$ cat config.mk
export PLATFORM = sky130hd
export DESIGN_NAME = rn_group_flow
export DESIGN_NICKNAME = d
export VERILOG_FILES = /design/src/rtl/rn_pkg.sv /design/src/rtl/rn_credit.sv /design/src/rtl/rn_slot_scan.sv /design/src/rtl/rn_skid.sv /design/src/rtl/rn_group_flow.sv
export SDC_FILE = /design/constraint.sdc
export NUM_CORES = 1
export LEC_CHECK = 0
export BUFFER_PORTS_ARGS = -buffer_cell sky130_fd_sc_hd__buf_2
export CAP_MARGIN = 10
export CORE_MARGIN = 3
export CORE_UTILIZATION = 60
export DETAILED_ROUTE_END_ITERATION = 16
export GPL_TIMING_DRIVEN = 0
export PLACE_DENSITY = 0.92
export SLEW_MARGIN = 20
export SYNTH_ARGS = -nofsm -noshare
export SYNTH_HDL_FRONTEND = slang
export SYNTH_SLANG_ARGS = --single-unit
export TNS_END_PERCENT = 10
$ cat constraint.sdc
create_clock -name clk -period 18.09 [get_ports clk]
set_clock_uncertainty 0.1 [all_clocks]
set_input_delay 3.618 -clock clk [delete_from_list [all_inputs] [get_ports clk]]
set_output_delay 3.618 -clock clk [all_outputs]
set_load 0.01 [all_outputs]
$ cat src/rtl/rn_pkg.sv
package rn_pkg;
    typedef enum logic [2:0] {
        RN_IDLE    = 3'd0,
        RN_RUN     = 3'd1,
        RN_BLOCK   = 3'd2,
        RN_UNBLK   = 3'd3,
        RN_SQUASH  = 3'd4,
        RN_BARRIER = 3'd5
    } rn_state_e;
endpackage

$ cat src/rtl/rn_credit.sv
// Derates the downstream free counts and turns the smaller one into a slot limit.
module rn_credit #(
    parameter int WIDTH = 4,
    parameter int LAT   = 2,
    parameter int CNT_W = 6,
    parameter int SZ_W  = 3
) (
    input  logic [CNT_W-1:0] rob_free,
    input  logic [CNT_W-1:0] iq_free,
    input  logic             iew_stall,
    input  logic             cmt_stall,
    output logic             credit_open,
    output logic [SZ_W-1:0]  lim
);
    localparam int SW     = CNT_W + 2;
    localparam int DERATE = WIDTH * LAT;

    logic signed [SW-1:0] rob_c, iq_c, min_c;
    logic                 nonpos;

    always_comb begin
        rob_c  = signed'(SW'(rob_free)) - signed'(SW'(DERATE));
        iq_c   = signed'(SW'(iq_free)) - signed'(SW'(DERATE));
        min_c  = (rob_c < iq_c) ? rob_c : iq_c;
        nonpos = min_c[SW-1] || (min_c == '0);
        credit_open = !nonpos && !iew_stall && !cmt_stall;
        if (!credit_open) begin
            lim = '0;
        end else if (min_c >= signed'(SW'(WIDTH))) begin
            lim = SZ_W'(WIDTH);
        end else begin
            lim = min_c[SZ_W-1:0];
        end
    end
endmodule

$ cat src/rtl/rn_slot_scan.sv
// Walks the group from the start slot and decides grants, packing and stop point.
module rn_slot_scan #(
    parameter int WIDTH = 4,
    parameter int DST_W = 2,
    parameter int CNT_W = 6,
    parameter int SZ_W  = 3,
    parameter int IDX_W = 2
) (
    input  logic [SZ_W-1:0]        grp_size,
    input  logic [SZ_W-1:0]        start,
    input  logic [WIDTH-1:0]       squashed,
    input  logic [WIDTH-1:0]       serial,
    input  logic [WIDTH*DST_W-1:0] ndst,
    input  logic [SZ_W-1:0]        lim,
    input  logic [CNT_W-1:0]       preg_free,
    output logic [WIDTH-1:0]       grant,
    output logic [SZ_W-1:0]        out_size,
    output logic [WIDTH*IDX_W-1:0] out_src,
    output logic [SZ_W-1:0]        next_off,
    output logic                   blocked,
    output logic                   barrier
);
    int  avail;
    int  off;
    int  cnt;
    int  preg;
    logic stop;

    always_comb begin
        avail   = (grp_size > start) ? int'(grp_size) - int'(start) : 0;
        blocked = 1'b0;
        barrier = 1'b0;
        if (int'(lim) < avail) begin
            avail   = int'(lim);
            blocked = 1'b1;
        end
        off     = int'(start);
        cnt     = 0;
        preg    = int'(preg_free);
        stop    = 1'b0;
        grant   = '0;
        out_src = '0;
        for (int k = 0; k < WIDTH; k++) begin
            if (!stop && avail != 0 && k >= int'(start) && k < int'(grp_size)) begin
                if (squashed[k]) begin
                    off   = off + 1;
                    avail = avail - 1;
                end else if (serial[k]) begin
                    barrier = 1'b1;
                    blocked = 1'b1;
                    stop    = 1'b1;
                end else if (preg < int'(ndst[k*DST_W +: DST_W])) begin
                    blocked = 1'b1;
                    stop    = 1'b1;
                end else begin
                    grant[k] = 1'b1;
                    out_src[cnt*IDX_W +: IDX_W] = IDX_W'(k);
                    cnt   = cnt + 1;
                    preg  = preg - int'(ndst[k*DST_W +: DST_W]);
                    off   = off + 1;
                    avail = avail - 1;
                end
            end
        end
        out_size = SZ_W'(cnt);
        next_off = blocked ? SZ_W'(off) : '0;
    end
endmodule

$ cat src/rtl/rn_skid.sv
// Small FIFO of parked decode groups.
module rn_skid #(
    parameter int DEPTH = 2,
    parameter int DW    = 8
) (
    input  logic                         clk,
    input  logic                         rst_n,
    input  logic                         flush,
    input  logic                         push,
    input  logic                         pop,
    input  logic [DW-1:0]                din,
    output logic [DW-1:0]                dout,
    output logic [$clog2(DEPTH+1)-1:0]   count,
    output logic                         full
);
    localparam int PW = (DEPTH > 1) ? $clog2(DEPTH) : 1;
    localparam int CW = $clog2(DEPTH + 1);

    typedef struct packed {
        logic [PW-1:0] wr;
        logic [PW-1:0] rd;
        logic [CW-1:0] cnt;
    } ptr_t;

    ptr_t          ptr_d, ptr_q;
    logic [DW-1:0] mem [DEPTH];
    logic          do_push, do_pop;

    assign full    = (ptr_q.cnt == CW'(DEPTH));
    assign count   = ptr_q.cnt;
    assign do_push = push && !full && !flush;
    assign do_pop  = pop && (ptr_q.cnt != '0) && !flush;
    assign dout    = mem[ptr_q.rd];

    always_comb begin
        ptr_d = ptr_q;
        if (flush) begin
            ptr_d = '0;
        end else begin
            if (do_push) begin
                ptr_d.wr = (ptr_q.wr == PW'(DEPTH-1)) ? '0 : ptr_q.wr + 1'b1;
            end
            if (do_pop) begin
                ptr_d.rd = (ptr_q.rd == PW'(DEPTH-1)) ? '0 : ptr_q.rd + 1'b1;
            end
            ptr_d.cnt = ptr_q.cnt + CW'(do_push) - CW'(do_pop);
        end
    end

    always_ff @(posedge clk) begin
        if (!rst_n) ptr_q <= '0;
        else        ptr_q <= ptr_d;
    end

    for (genvar i = 0; i < DEPTH; i++) begin : g_entry
        always_ff @(posedge clk) begin
            if (do_push && ptr_q.wr == PW'(i)) mem[i] <= din;
        end
    end
endmodule

$ cat src/rtl/rn_group_flow.sv
// Rename-stage group flow controller: credits, partial groups, skid resume, squash.
module rn_group_flow #(
    parameter int WIDTH      = 4,
    parameter int DST_W      = 2,
    parameter int CNT_W      = 6,
    parameter int LAT        = 2,
    parameter int SKID_DEPTH = 2
) (
    input  logic                                 clk,
    input  logic                                 rst_n,
    input  logic [$clog2(WIDTH+1)-1:0]           dec_size,
    input  logic [WIDTH-1:0]                     dec_squashed,
    input  logic [WIDTH-1:0]                     dec_serial,
    input  logic [WIDTH*DST_W-1:0]               dec_ndst,
    input  logic [CNT_W-1:0]                     rob_free,
    input  logic [CNT_W-1:0]                     iq_free,
    input  logic [CNT_W-1:0]                     preg_free,
    input  logic                                 iew_stall,
    input  logic                                 cmt_stall,
    input  logic                                 cmt_squash,
    output logic [WIDTH-1:0]                     grant,
    output logic [$clog2(WIDTH+1)-1:0]           out_size,
    output logic [WIDTH*$clog2(WIDTH)-1:0]       out_src,
    output logic                                 decode_stall,
    output logic [2:0]                           stage_state
);
    import rn_pkg::*;

    localparam int SZ_W  = $clog2(WIDTH + 1);
    localparam int IDX_W = $clog2(WIDTH);
    localparam int GW    = SZ_W + 2*WIDTH + WIDTH*DST_W;
    localparam int CW    = $clog2(SKID_DEPTH + 1);

    typedef struct packed {
        rn_state_e              state;
        logic [SZ_W-1:0]        off;
        logic [WIDTH-1:0]       grant;
        logic [SZ_W-1:0]        osize;
        logic [WIDTH*IDX_W-1:0] osrc;
        logic                   stall;
    } regs_t;

    regs_t r_d, r_q;

    logic [GW-1:0]          grp_in, skid_head, proc_grp;
    logic                   skid_push, skid_pop, skid_flush, skid_full;
    logic [CW-1:0]          skid_count;
    logic                   credit_open;
    logic [SZ_W-1:0]        lim;

    logic [SZ_W-1:0]        p_size;
    logic [WIDTH-1:0]       p_sq, p_se;
    logic [WIDTH*DST_W-1:0] p_nd;

    logic [WIDTH-1:0]       sc_grant;
    logic [SZ_W-1:0]        sc_size, sc_off;
    logic [WIDTH*IDX_W-1:0] sc_src;
    logic                   sc_blocked, sc_barrier;
    logic                   in_nz;

    assign grp_in   = {dec_size, dec_squashed, dec_serial, dec_ndst};
    assign proc_grp = (r_q.state == RN_UNBLK) ? skid_head : grp_in;
    assign {p_size, p_sq, p_se, p_nd} = proc_grp;
    assign in_nz    = (dec_size != '0);

    rn_credit #(
        .WIDTH(WIDTH), .LAT(LAT), .CNT_W(CNT_W), .SZ_W(SZ_W)
    ) u_credit (
        .rob_free(rob_free), .iq_free(iq_free),
        .iew_stall(iew_stall), .cmt_stall(cmt_stall),
        .credit_open(credit_open), .lim(lim)
    );

    rn_slot_scan #(
        .WIDTH(WIDTH), .DST_W(DST_W), .CNT_W(CNT_W), .SZ_W(SZ_W), .IDX_W(IDX_W)
    ) u_scan (
        .grp_size(p_size), .start(r_q.off), .squashed(p_sq), .serial(p_se),
        .ndst(p_nd), .lim(lim), .preg_free(preg_free),
        .grant(sc_grant), .out_size(sc_size), .out_src(sc_src),
        .next_off(sc_off), .blocked(sc_blocked), .barrier(sc_barrier)
    );

    rn_skid #(
        .DEPTH(SKID_DEPTH), .DW(GW)
    ) u_skid (
        .clk(clk), .rst_n(rst_n), .flush(skid_flush), .push(skid_push),
        .pop(skid_pop), .din(grp_in), .dout(skid_head),
        .count(skid_count), .full(skid_full)
    );

    always_comb begin
        r_d        = r_q;
        r_d.grant  = '0;
        r_d.osize  = '0;
        r_d.osrc   = '0;
        skid_push  = 1'b0;
        skid_pop   = 1'b0;
        skid_flush = 1'b0;
        if (cmt_squash) begin
            r_d.state  = RN_SQUASH;
            r_d.off    = '0;
            r_d.stall  = 1'b0;
            skid_flush = 1'b1;
        end else begin
            unique case (r_q.state)
                RN_BLOCK: begin
                    skid_push = in_nz;
                    r_d.stall = 1'b1;
                    if (credit_open && preg_free != '0) r_d.state = RN_UNBLK;
                end
                RN_BARRIER: begin
                    skid_push = in_nz;
                    r_d.stall = 1'b1;
                end
                RN_UNBLK: begin
                    skid_push = in_nz;
                    r_d.grant = sc_grant;
                    r_d.osize = sc_size;
                    r_d.osrc  = sc_src;
                    if (sc_blocked) begin
                        r_d.state = sc_barrier ? RN_BARRIER : RN_BLOCK;
                        r_d.off   = sc_off;
                        r_d.stall = 1'b1;
                    end else begin
                        skid_pop = 1'b1;
                        r_d.off  = '0;
                        if (skid_count == CW'(1) && !in_nz) begin
                            r_d.state = RN_RUN;
                            r_d.stall = 1'b0;
                        end else begin
                            r_d.state = RN_UNBLK;
                            r_d.stall = 1'b1;
                        end
                    end
                end
                default: begin
                    if (in_nz) begin
                        r_d.grant = sc_grant;
                        r_d.osize = sc_size;
                        r_d.osrc  = sc_src;
                        if (sc_blocked) begin
                            skid_push = 1'b1;
                            r_d.state = sc_barrier ? RN_BARRIER : RN_BLOCK;
                            r_d.off   = sc_off;
                            r_d.stall = 1'b1;
                        end else begin
                            r_d.state = RN_RUN;
                            r_d.off   = '0;
                            r_d.stall = 1'b0;
                        end
                    end else begin
                        r_d.state = RN_IDLE;
                        r_d.stall = 1'b0;
                    end
                end
            endcase
        end
    end

    always_ff @(posedge clk) begin
        if (!rst_n) begin
            r_q       <= '0;
            r_q.state <= RN_IDLE;
        end else begin
            r_q <= r_d;
        end
    end

    assign grant        = r_q.grant;
    assign out_size     = r_q.osize;
    assign out_src      = r_q.osrc;
    assign decode_stall = r_q.stall;
    assign stage_state  = r_q.state;
endmodule

Yosys cells after proc, flatten, opt, wreduce, memory -nomap -nowiden
Memory sizes are Yosys's and may differ from the RTL's. A register that Yosys moved wholly into a read port is not among the register bits.
Cells that the tools add are included.
{"block": "classes", "addsub": 23, "n_mul": 0, "n_div": 0, "magnitude_cmp": 16, "n_eq_ne": 8, "shifts": 6, "mux": 165, "n_bitwise": 5, "n_reduce_logical": 48}
{"operator": "32-bit 2-to-1 mux", "count": 26}
{"operator": "31-bit 2-to-1 mux", "count": 10}
{"operator": "32-bit nonzero test", "count": 4}
{"operator": "8-bit 2-to-1 mux", "count": 13}
{"operator": "32-bit negator with 33-bit output", "count": 3}
{"operator": "2-bit by 33-bit variable shift with 8-bit output (first input constant)", "count": 3}
{"operator": "2-bit by 33-bit variable part select with 8-bit output (first input constant)", "count": 3}
{"operator": "32-bit by 3-bit < comparator with 1-bit output", "count": 3}
{"operator": "32-bit by 2-bit subtractor with 32-bit output (second input constant)", "count": 3}
{"operator": "1-bit 2-to-1 mux", "count": 79}
{"operator": "3-bit 2-to-1 mux", "count": 25}
{"operator": "32-bit by 3-bit subtractor with 32-bit output", "count": 2}
{"operator": "31-bit by 2-bit adder with 31-bit output (second input constant)", "count": 2}
{"operator": "19-bit 2-to-1 mux", "count": 2}
{"operator": "18-bit case mux with 2 select lines", "count": 1}
{"operator": "4-bit by 32-bit < comparator with 1-bit output", "count": 1}
{"operator": "1-bit logical AND", "count": 21}
{"operator": "19-bit OR reduction", "count": 1}
{"operator": "18-bit 2-to-1 mux", "count": 1}
{"operator": "6-bit 2-to-1 mux", "count": 3}
{"operator": "8-bit bitwise mux", "count": 2}
{"operator": "6-bit by 4-bit subtractor with 7-bit output (second input constant)", "count": 2}
{"operator": "3-bit by 2-bit adder with 3-bit output (second input constant)", "count": 4}
{"operator": "1-bit zero test", "count": 9}
{"operator": "33 further kinds", "count": 48}
{"block": "totals", "regBits": 26, "latchBits": 0, "ramBits": 38, "rom_bits": 0, "inputBits": 42, "output_inout_bits": 19, "n_memories": 1}
{"name": "u_skid.mem", "depth": 2, "word_bits": 19, "rd": 1, "rd_ports_with_merged_regs": 1, "write_ports": 1, "line": "rn_skid.sv:26", "rtl": "logic [DW-1:0] mem [DEPTH];"}

Logic depth before layout (Yosys ltp)
Gate-level depths: netlist of the first run.
{"block": "depth", "word_depth": 42, "depth_mapped": 65}

Hierarchy
Synthesis of the first run repeated with hierarchy kept, for this count alone.
{"block": "hier_totals", "hier_cells": 789, "area_unflattened_um2": 6872.8}
{"module": "rn_slot_scan", "instances": 1, "cells_each": 511, "area_per_inst_um2": 3538.4, "seq_area_each_um2": 0.0}
{"module": "rn_skid", "instances": 1, "cells_each": 90, "area_per_inst_um2": 1641.6, "seq_area_each_um2": 1241.2}
{"module": "rn_group_flow", "instances": 1, "cells_each": 140, "area_per_inst_um2": 1305.0, "seq_area_each_um2": 440.4}
{"module": "rn_credit", "instances": 1, "cells_each": 48, "area_per_inst_um2": 387.9, "seq_area_each_um2": 0.0}

Least setup slack after synthesis of the first run
Ideal clock, no wire load.
{"block": "synth_timing", "path_kind": "input -> register", "startpoint": "input iq_free[5]", "endpoint": "memory u_skid.mem[1][0] (netlist name) (enable)", "setup_time_ns": 0.377, "arrival_time_ns": 15.125, "setup_slack_ns": 2.488, "cell_stages": 55, "n_path_buf": 5, "cell_sequence": "or3_1 -> ha_1 -> nor3b_4 -> a22oi_2 -> a2111oi_4 -> o22ai_2 -> nor4_1 -> ha_1 -> o21a_1 -> nor2_1 -> and2_1 -> clkbuf_1 -> nor2_1 -> a22oi_1 -> ha_1 -> nand2_1 -> a21oi_1 -> clkbuf_1 -> [19 not listed] -> inv_1 -> fa_1 -> or3_4 -> nor4_4 -> a211oi_4 -> buf_4 -> mux2_2 -> ha_1 -> a21oi_1 -> nand2_1 -> a21o_1 -> a221o_1 -> a21oi_1 -> o2111ai_1 -> o31a_2 -> o2111ai_4 -> o311a_4 -> and2_1"}
{"block": "synth_via", "elab_chain_cells": 42, "word_cells_on_any_way": 101, "cone_classes": "add/sub: 6; order compare: 6; mux: 61; reduce/logical: 28"}
{"item": "from (decl)", "line": "rn_group_flow.sv:16", "rtl": "input logic [CNT_W-1:0] iq_free,"}
{"item": "6-bit by 4-bit subtractor with 7-bit output *", "line": "rn_credit.sv:23", "rtl": "iq_c = signed'(SW'(iq_free)) - signed'(SW'(DERATE));"}
{"item": "8-bit < comparator", "line": "rn_credit.sv:24", "rtl": "min_c = (rob_c < iq_c) ? rob_c : iq_c;"}
{"item": "8-bit 2-to-1 mux *", "line": "rn_credit.sv:24"}
{"item": "branches (longest 5 deep; another with 8-bit by 4-bit greater-or-equal comparator with 1-bit output)"}
{"item": "3-bit 2-to-1 mux *", "line": "rn_credit.sv:27", "rtl": "if (!credit_open) begin"}
{"item": "4-bit by 32-bit < comparator with 1-bit output", "line": "rn_slot_scan.sv:33", "rtl": "if (int'(lim) < avail) begin"}
{"item": "32-bit 2-to-1 mux", "line": "rn_slot_scan.sv:33"}
{"item": "32-bit by 2-bit subtractor with 32-bit output", "line": "rn_slot_scan.sv:47, rn_slot_scan.sv:61"}
{"item": "[21 not listed]"}
{"item": "1-bit 2-to-1 mux *", "line": "rn_group_flow.sv:105", "rtl": "unique case (r_q.state)"}
{"item": "1-bit 2-to-1 mux *", "line": "rn_group_flow.sv:99", "rtl": "if (cmt_squash) begin"}
{"item": "1-bit logical AND * (2 in a row)", "line": "rn_skid.sv:31", "rtl": "assign do_push = push && !full && !flush;"}
{"item": "1-bit logical AND", "line": "rn_skid.sv:57", "rtl": "if (do_push && ptr_q.wr == PW'(i)) mem[i] <= din;"}
{"item": "1-bit 2-to-1 mux", "line": "rn_skid.sv:57"}
{"item": "1-bit 2-to-1 mux (implied by the code)", "line": "rn_skid.sv:57"}
{"item": "19-bit OR reduction (no line)"}
{"item": "1-bit 2-to-1 mux (no line)"}
{"item": "to (decl)", "line": "rn_skid.sv:26"}
Every way passes the cells marked *.

Worst setup path after layout of the first run
{"block": "layout_timing", "startpoint": "input rob_free[3]", "endpoint": "memory u_skid.mem[1][6] (netlist name) (enable)"}
{"block": "layout_via", "elab_chain_cells": 42, "word_cells_on_any_way": 101, "cone_classes": "add/sub: 6; order compare: 6; mux: 61; reduce/logical: 28"}
{"item": "from (decl)", "line": "rn_group_flow.sv:15", "rtl": "input logic [CNT_W-1:0] rob_free,"}
{"item": "6-bit by 4-bit subtractor with 7-bit output *", "line": "rn_credit.sv:22", "rtl": "rob_c = signed'(SW'(rob_free)) - signed'(SW'(DERATE));"}
{"item": "8-bit < comparator", "line": "rn_credit.sv:24"}
{"item": "8-bit 2-to-1 mux *", "line": "rn_credit.sv:24"}
{"item": "branches (longest 5 deep; another with 8-bit by 4-bit greater-or-equal comparator with 1-bit output)"}
{"item": "3-bit 2-to-1 mux *", "line": "rn_credit.sv:27"}
{"item": "4-bit by 32-bit < comparator with 1-bit output", "line": "rn_slot_scan.sv:33"}
{"item": "32-bit 2-to-1 mux", "line": "rn_slot_scan.sv:33"}
{"item": "32-bit by 2-bit subtractor with 32-bit output", "line": "rn_slot_scan.sv:47, rn_slot_scan.sv:61"}
{"item": "[21 not listed]"}
{"item": "1-bit 2-to-1 mux *", "line": "rn_group_flow.sv:105"}
{"item": "1-bit 2-to-1 mux *", "line": "rn_group_flow.sv:99"}
{"item": "1-bit logical AND * (2 in a row)", "line": "rn_skid.sv:31"}
{"item": "1-bit logical AND", "line": "rn_skid.sv:57"}
{"item": "1-bit 2-to-1 mux", "line": "rn_skid.sv:57"}
{"item": "1-bit 2-to-1 mux (implied by the code)", "line": "rn_skid.sv:57"}
{"item": "19-bit OR reduction (no line)"}
{"item": "1-bit 2-to-1 mux (no line)"}
Marks and branches as above.

==> impl_metrics.toml, run 1 <==
[clock_network]
cts_setup_buffers = 0
ctsHoldBuffers = 0
insertion_delay_ns = 0.33
cts_tree = "yes"
cts_max_path_buffers = 2
cts_root_buf = "clkbuf_16"
cts_buffers = 9
clk_pin_slew_ns = 0.05
cts_num_sinks = 65
htree_levels = 3

[placed_design]
place.gp.congestion = 1.00
dp.cells = 1017
io_buffer_count = 60
dpl_cell_area_um2 = 7400
dp_hpwl_um = 14800

[drt]
num_vias = 6987
vias_per_cell = 6.77
drtIter0Drc = 1151
wl_um = 19500
wl_per_cell_um = 18.9
route.detailed.drc = 0
drtAntennaViolNets = 0
first_pass_iters = 8

[synthesis]
synth_common_cells = "78 x nor2_1, 75 x nand2_1, 56 x ha_1, 50 x a21oi_1, 48 x inv_1"
ys_seq_area_share_pct = 24.3
synthFlopType = "edfxtp_1"
synth_top_area_share_pct = 16.5
syn_area_um2 = 6930
synth_nets = 920
synth_cells = 817
synth_cell_type_count = 102
yosysWarnings = 0
synth_top_area_cell = "edfxtp_1"
synth-edff-count = 38
synth_area_leaders = "edfxtp_1 16%, ha_1 10%, dfxtp_1 7.8%, mux2i_1 4.3%, nor2_1 4.2%"
syn_avg_cell_area_um2 = 8.48
synth_most_common_cell = "nor2_1"
synthArstFlopShare_pct = 0
synth-seq-cells = 65

[die]
dieWidth_um = 113
pin_count = 61
die_y_um = 113
start_util_pct = 62.5
design.die.area_um2 = 12900
core-area_um2 = 11100
placementRows = 38

[critical_path]
worst-path-stages = 58
cp_slowest_cell = "and2_2"
path_common_cell = "ha_1"
rr_endpoint = "u_skid.mem[1][6]"
cp.required_ns = 17.96
endpoint_kind = "flip-flop"
worstPathArrival_ns = 17.00
startpoint = "rob_free[3]"
reg2reg_depth = 57
critical_path.max_stage_delay_ns = 0.45
worstSetupEndpoint = "u_skid.mem[1][6]"
critPathKind = "in -> reg"
r2r_setup_slack_ns = 4.16
critical_path.top_delay_family = "simple AND/OR/NAND/NOR gates"
crit_fanout = 19
path_buf_inv = 10
start_kind = "input port"
timing.rr.start = "stage_state[1]"

[sta]
max_slew_margin_pct = 37.1
drv_slew = 0
max_freq_ghz = 0.0584
fin_crit_ns = 17.14
hold_ws_ns = 0.404
rsz0062_at_grt = "false"
period_share_pct = 94.7
hold_viol = 0
fin_tns_setup_ns = 0
tightest_slew_ns = 0.935
setup_violations = 0

[cells_and_area]
layout-drive-gt1-share_pct = 17.5
fin_area_um2 = 7700
regArea_um2 = 1680
num_antenna_cells = 0
area_growth_syn_to_layout_pct = 11.2
nNetsFinal = 990
multi_input_area_um2 = 4840
final.fill_count = 808
final_cells = 1032

[pwr]
vdd_drop_max_mv = 0.191
p_leak_nw = 3.16
finalPower_mw = 1.24
powerDensity_nw_per_um2 = 161

[outcome]
status = "complete, no violations"

[global_route]
grt_start_max_net_pins = 20
grt-ovfl-total = 0
antenna_found_initial = 0
first_global_vias = 6491
grt_usage_pct = 29.8
grt_pass1_wl_um = 31500

[flow_run]
max_cap_viol_count = 0

[min_path]
hold_class = "reg -> reg"
-- power breakdown --
part / leakage, nW / switching, mW / total [mW] / internal (mW)
combinational: 2.45 / 0.543 / 0.881 / 0.339
clock: 0.144 / 0.0591 / 0.168 / 0.109
sequential: 0.571 / 0.0106 / 0.191 / 0.180
-- layout make-up --
type	instances	share of cell area (%)
well taps	140	2.27
multi-input cells	662	62.8
plain buffers	40	3.00
clock inverters	4	0.568
repair buffers	60	3.90
inverters	49	2.39
clock buffers	12	3.20
flip-flops and latches	65	21.8
-- cells in the final DEF, fill, tap and decap left out, drive strengths merged, types with 10 or more instances in the layout --
master  count
a211oi     13
o211ai     10
buf        89
dfxtp      27
ha         56
nor3       30
clkbuf     23
mux2i      30
nand3      20
o21a       12
a21o       12
and2       17
nor2       78
inv        49
or3        16
a31oi      13
nand2      75
o21ai      30
o31ai      12
a21oi      52
edfxtp     38
xnor2      19
-- timing repair --
item / in CTS / in global routing
endpoints found under the hold margin: 0 / 0
resized for setup: 0 / 8
endpoints found under the setup margin: 0 / 41
-- worst min-delay path by stage --
stage	cells after the start	endpoint	startpoint	slack [ns]
final	2	u_skid.ptr_q[3]	u_skid.ptr_q[3]	0.40
after CTS	2	u_skid.ptr_q[3]	u_skid.ptr_q[3]	0.41
after global routing	2	u_skid.ptr_q[3]	u_skid.ptr_q[3]	0.45
after floorplan	2	u_skid.ptr_q[3]	u_skid.ptr_q[3]	0.35
after detailed placement	2	u_skid.ptr_q[3]	u_skid.ptr_q[3]	0.37
after global placement	2	u_skid.ptr_q[3]	u_skid.ptr_q[3]	0.36
-- flip-flops by register name (all words and copies together) (netlist names), named ones only --
signal	flops
decode_stall	1
grant	4
out_size	3
out_src	8
r_q	3
stage_state	3
u_skid.count	2
u_skid.mem	38
u_skid.ptr_q	2
-- worst register-to-register path, delay by kind of cell (launching register included) --
| kind | cells | cell delay (ns) |
|---|---|---|
| AO/OA/AOI/OAI | 16 | 3.70 |
| multiplexers | 1 | 0.29 |
| adder cells (fa/ha/maj) | 11 | 3.38 |
| buffers and inverters | 9 | 1.74 |
| AND/OR/NAND/NOR | 20 | 3.91 |
| flip-flops | 1 | 0.45 |
-- routing by layer --
layer | global-route usage (%) | up-vias | share of wire (%)
met3 | 4.67 | 64 | 9.9
li1 | - | 3192 | -
met5 | 0 | - | 0
met4 | 12.2 | 0 | 3.3
met1 | 40.2 | 3261 | 41
met2 | 48.0 | 470 | 46
-- per-stage QoR --
stage / utilization (%) / worst slack (ns)
4_1_cts: 69.4 / 0.371
3_3_place_gp: 66.8 / 0.326
2_1_floorplan: - / 2.49
6_report: 69.6 / 0.955
3_5_place_dp: 66.8 / 0.182
5_1_grt: 69.6 / 0.0194
-- cells by family after synthesis --
kind of cell / Yosys count / share of synthesized area, %
xor+xnor: 26 / 3.29
compound gates: 224 / 24.9
buf+inv: 90 / 6.03
simple gates: 312 / 24.1
mux: 39 / 5.80
fa+ha+maj: 61 / 11.6
flops: 65 / 24.3
(Power assumes the default switching activity.)
==> run 2: changes to the inputs <==
--- a/config.mk
+++ b/config.mk
@@ -6,7 +6,6 @@
 export NUM_CORES = 1
 export LEC_CHECK = 0
 export BUFFER_PORTS_ARGS = -buffer_cell sky130_fd_sc_hd__buf_2
-export CAP_MARGIN = 10
 export CORE_MARGIN = 3
 export CORE_UTILIZATION = 60
 export DETAILED_ROUTE_END_ITERATION = 16
==> constraint.sdc (replaced) <==
create_clock -name clk -period 21.7 [get_ports clk]
set_clock_uncertainty 0.1 [all_clocks]
set_input_delay 4.34 -clock clk [delete_from_list [all_inputs] [get_ports clk]]
set_output_delay 4.34 -clock clk [all_outputs]
set_load 0.01 [all_outputs]
==> run 2 against run 1 <==
  * Global-route usage did not move
  * Cell count barely moved
  * Register-to-register slack improved by 2.7 ns
  * Critical endpoint unchanged
  * Largest power group unchanged
==> impl_metrics.toml, run 2 (synthesis results as in run 1) <==
[outcome]
status = "complete, no violations"

[placed_design]
dpl_cell_area_um2 = 7400
place.gp.congestion = 1.00
dp_hpwl_um = 14800
io_buffer_count = 60

[drt]
drtAntennaViolNets = 0
drtIter0Drc = 1069
wl_per_cell_um = 18.9
wl_um = 19500
num_vias = 7017
vias_per_cell = 6.79
first_pass_iters = 5
route.detailed.drc = 0

[min_path]
hold_end = "u_skid.ptr_q[3]"
hold_class = "reg -> reg"
holdPathStages = 2
min_from = "u_skid.ptr_q[3]"

[global_route]
antenna_found_initial = 0
grt_start_max_net_pins = 20
grt-ovfl-total = 0
grt_pass1_wl_um = 31500
grt_usage_pct = 29.8
first_global_vias = 6491

[critical_path]
critical_path.max_stage_delay_ns = 0.72
path_buf_inv = 10
reg2reg_depth = 58
crit_fanout = 19
endpoint_kind = "flip-flop"
path_common_cell = "ha_1"
critPathKind = "in -> reg"
critical_path.top_delay_family = "compound AO/OA/AOI/OAI gates"
timing.rr.start = "stage_state[1]"
cp.required_ns = 21.55
worstPathArrival_ns = 18.63
r2r_setup_slack_ns = 6.85
start_kind = "input port"
rr_endpoint = "u_skid.mem[1][6]"
cp_slowest_cell = "and2_1"

[cells_and_area]
layout_common_cells = "78 x nor2_1, 75 x nand2_1, 67 x buf_2"
area_growth_syn_to_layout_pct = 11.1
fin_area_um2 = 7690
nNetsFinal = 991
largest_reg_flops = 38
mostFrequentLayoutCell = "nor2_1"
layout-drive-gt1-share_pct = 16.7
num_antenna_cells = 0
largest_register = "u_skid.mem"

[pwr]
powerDensity_nw_per_um2 = 134
vdd_drop_max_mv = 0.157
p_leak_nw = 3.16

[die]
start_util_pct = 62.5
die_y_um = 113
core-area_um2 = 11100
dieWidth_um = 113
design.die.area_um2 = 12900
pin_count = 61
placementRows = 38

[clock_network]
cts_setup_buffers = 0
ctsResizeCount = 0
clk_pin_slew_ns = 0.05
cts_tree = "yes"
cts_max_path_buffers = 2
htree_levels = 3
ctsHoldBuffers = 0
insertion_delay_ns = 0.33
cts_num_sinks = 65
cts_root_buf = "clkbuf_16"
cts_buffers = 9

[sta]
fin_tns_setup_ns = 0
setup_violations = 0
max_slew_margin_pct = 37.8
fin_crit_ns = 18.78
hold_viol = 0
rsz0062_at_grt = "false"
drv_slew = 0
tightest_slew_ns = 0.925
period_share_pct = 86.6
hold_ws_ns = 0.405
max_freq_ghz = 0.0532

[flow_run]
max_cap_viol_count = 0
## run 2: routing by layer
metal	track usage, %	share of wire (%)	vias to the layer above
met4	12.2	3.4	0
met5	0	0	-
met3	4.67	11	74
met1	40.2	40	3260
li1	-	-	3193
met2	48.0	46	490
## run 2: worst max-delay path by stage
stage                     start                to  slack, ns  cells past startpoint
floorplan            iq_free[5]  u_skid.mem[1][0]       5.38                     55
CTS                 rob_free[3]  u_skid.mem[1][5]       3.26                     59
finish               iq_free[3]  u_skid.mem[1][6]       2.92                     58
global placement     iq_free[5]  u_skid.mem[1][6]       3.21                     56
detailed placement  rob_free[3]  u_skid.mem[1][5]       3.07                     57
global route        rob_free[3]  u_skid.mem[1][5]       2.01                     59
## run 2: cell type report
class	instances	area, µm²
plain buffers	41	234
clock buffers	12	246
clock inverters	4	43.8
fillers	814	3390
inverters	49	184
multi-input cells	662	4830
flip-flops and latches	65	1680
well taps	140	175
repair buffers	60	300
## run 2: through the flow
stage	utilization, %	setup WS (ns)	power, mW	instances
2_1_floorplan	-	5.38	0.707	817
3_3_place_gp	66.8	3.21	0.835	1017
3_5_place_dp	66.8	3.07	0.864	1017
4_1_cts	69.4	3.26	1.01	1033
5_1_grt	69.4	2.01	1.11	1033
6_report	69.4	2.92	1.03	1033
## run 2: worst min-delay path, delay by kind of cell, from the launching register on
family	cells	cell delay, ns
and+or+nand+nor	1	0.07
muxes	1	0.06
DFF	1	0.32
## run 2: report_power, final
| part | leakage [nW] | switching [mW] | total [mW] | internal [mW] |
|---|---|---|---|---|
| Sequential | 0.571 | 0.00874 | 0.159 | 0.151 |
| Combinational | 2.45 | 0.450 | 0.731 | 0.281 |
| Clock | 0.144 | 0.0491 | 0.140 | 0.0912 |
==> run 3: changes to the inputs <==
--- a/config.mk
+++ b/config.mk
@@ -9,9 +9,10 @@
 export CORE_MARGIN = 3
 export CORE_UTILIZATION = 60
 export DETAILED_ROUTE_END_ITERATION = 16
-export GPL_TIMING_DRIVEN = 0
+export GPL_TIMING_DRIVEN = 1
 export PLACE_DENSITY = 0.92
-export SLEW_MARGIN = 20
+export REMOVE_ABC_BUFFERS = 1
+export SLEW_MARGIN = 10
 export SYNTH_ARGS = -nofsm -noshare
 export SYNTH_HDL_FRONTEND = slang
 export SYNTH_SLANG_ARGS = --single-unit
==> run 3 against run 2 <==
  * Critical path depth fell by 4
  * Worst setup slack improved by 0.86 ns
  * Die area did not move
  * Largest power group unchanged
  * Cell area fell by 3.1%
==> impl_metrics.toml, run 3 (synthesis results as in run 1) <==
[outcome]
status = "complete, no violations"

[placed_design]
dpl_cell_area_um2 = 7200
dp_slack_ns = 3.69
dp_hpwl_um = 14900
dp.cells = 980
io_buffer_count = 60
place.gp.congestion = 0.965

[global_route]
grt_pass1_wl_um = 30600
first_global_vias = 6262
grt_start_max_net_pins = 39
grt-ovfl-total = 0
antenna_found_initial = 0
grt_usage_pct = 29.5

[sta]
setup_violations = 0
drv_slew = 0
rsz0062_at_grt = "false"
hold_ws_ns = 0.400
max_slew_margin_pct = 35.7
tightest_slew_ns = 0.956
worst_slack_ns = 3.77
fin_crit_ns = 17.93
period_share_pct = 82.6
max_freq_ghz = 0.0558
hold_viol = 0
fin_tns_setup_ns = 0

[cells_and_area]
mostFrequentLayoutCell = "nor2_1"
largest_register = "u_skid.mem"
area_growth_syn_to_layout_pct = 7.64
largest_reg_flops = 38
final.fill_count = 841
num_antenna_cells = 0
nNetsFinal = 954
utilization_pct = 67.3
regArea_um2 = 1680
layout_common_cells = "78 x nor2_1, 75 x nand2_1, 60 x buf_2"
fin_area_um2 = 7460
final_cells = 996
layout-drive-gt1-share_pct = 14.7
multi_input_area_um2 = 4830

[drt]
drtIter0Drc = 938
num_vias = 6869
first_pass_iters = 6
route.detailed.drc = 0
vias_per_cell = 6.90
drtAntennaViolNets = 0
wl_per_cell_um = 19.6
wl_um = 19500

[critical_path]
crit_fanout = 19
path_buf_inv = 6
critPathKind = "in -> reg"
endpoint_kind = "flip-flop"
critical_path.top_delay_family = "simple AND/OR/NAND/NOR gates"
worstPathArrival_ns = 17.78
start_kind = "input port"
cp_slowest_cell = "and2_1"
cp.required_ns = 21.55
critical_path.max_stage_delay_ns = 0.71
path_common_cell = "ha_1"

[die]
design.die.area_um2 = 12900
pin_count = 61
start_util_pct = 62.5
dieWidth_um = 113
core-area_um2 = 11100
placementRows = 38
die_y_um = 113

[pwr]
powerDensity_nw_per_um2 = 135
p_leak_nw = 3.01
vdd_drop_max_mv = 0.137
finalPower_mw = 1.01

[clock_network]
ctsResizeCount = 0
insertion_delay_ns = 0.34
cts_root_buf = "clkbuf_16"
cts_num_sinks = 65
cts_buffers = 9
clk_pin_slew_ns = 0.05
cts_setup_buffers = 0
cts_tree = "yes"
htree_levels = 3
ctsHoldBuffers = 0
cts_max_path_buffers = 2

[flow_run]
max_cap_viol_count = 0

[min_path]
hold_class = "reg -> reg"
## run 3: cell type report
type	count	share of cell area, %
sequential	65	22.6
multi-input combinational	662	64.7
clock buffer	12	3.17
clock inverter	4	0.285
tap	140	2.35
timing repair buffer	64	4.43
inverter	49	2.47
## run 3: metal layers
layer	global-route usage (%)	routed length [µm]	up-vias	share of wire, %
met5	0	0	-	0
li1	-	-	3118	-
met2	46.6	8730	479	45
met3	5.94	2070	70	11
met4	12.4	705	0	3.6
met1	39.4	8000	3202	41
## run 3: worst paths after layout
check | start | to | slack, ns | cells after the start
hold / removal | u_skid.ptr_q[3] | u_skid.ptr_q[3] | 0.40 | 2
hold reg to reg | u_skid.ptr_q[3] | u_skid.ptr_q[3] | 0.40 | 2
setup / recovery | iq_free[5] | u_skid.mem[1][7] | 3.77 | 54
setup reg to reg | flip-flop | u_skid.mem[1][7] | 7.83 | 56
## run 3: where the power goes
part | leakage, nW | switching [mW] | internal [mW]
Combinational | 2.32 | 0.445 | 0.273
Sequential | 0.571 | 0.00915 | 0.151
Clock | 0.124 | 0.0509 | 0.0765
Total | 3.01 | 0.505 | 0.500
## run 3: worst min-delay path, cell delays in order, from the launching register on
cell     delay [ns]
dfxtp_1        0.33
nand2_1        0.06
mux2i_1        0.06
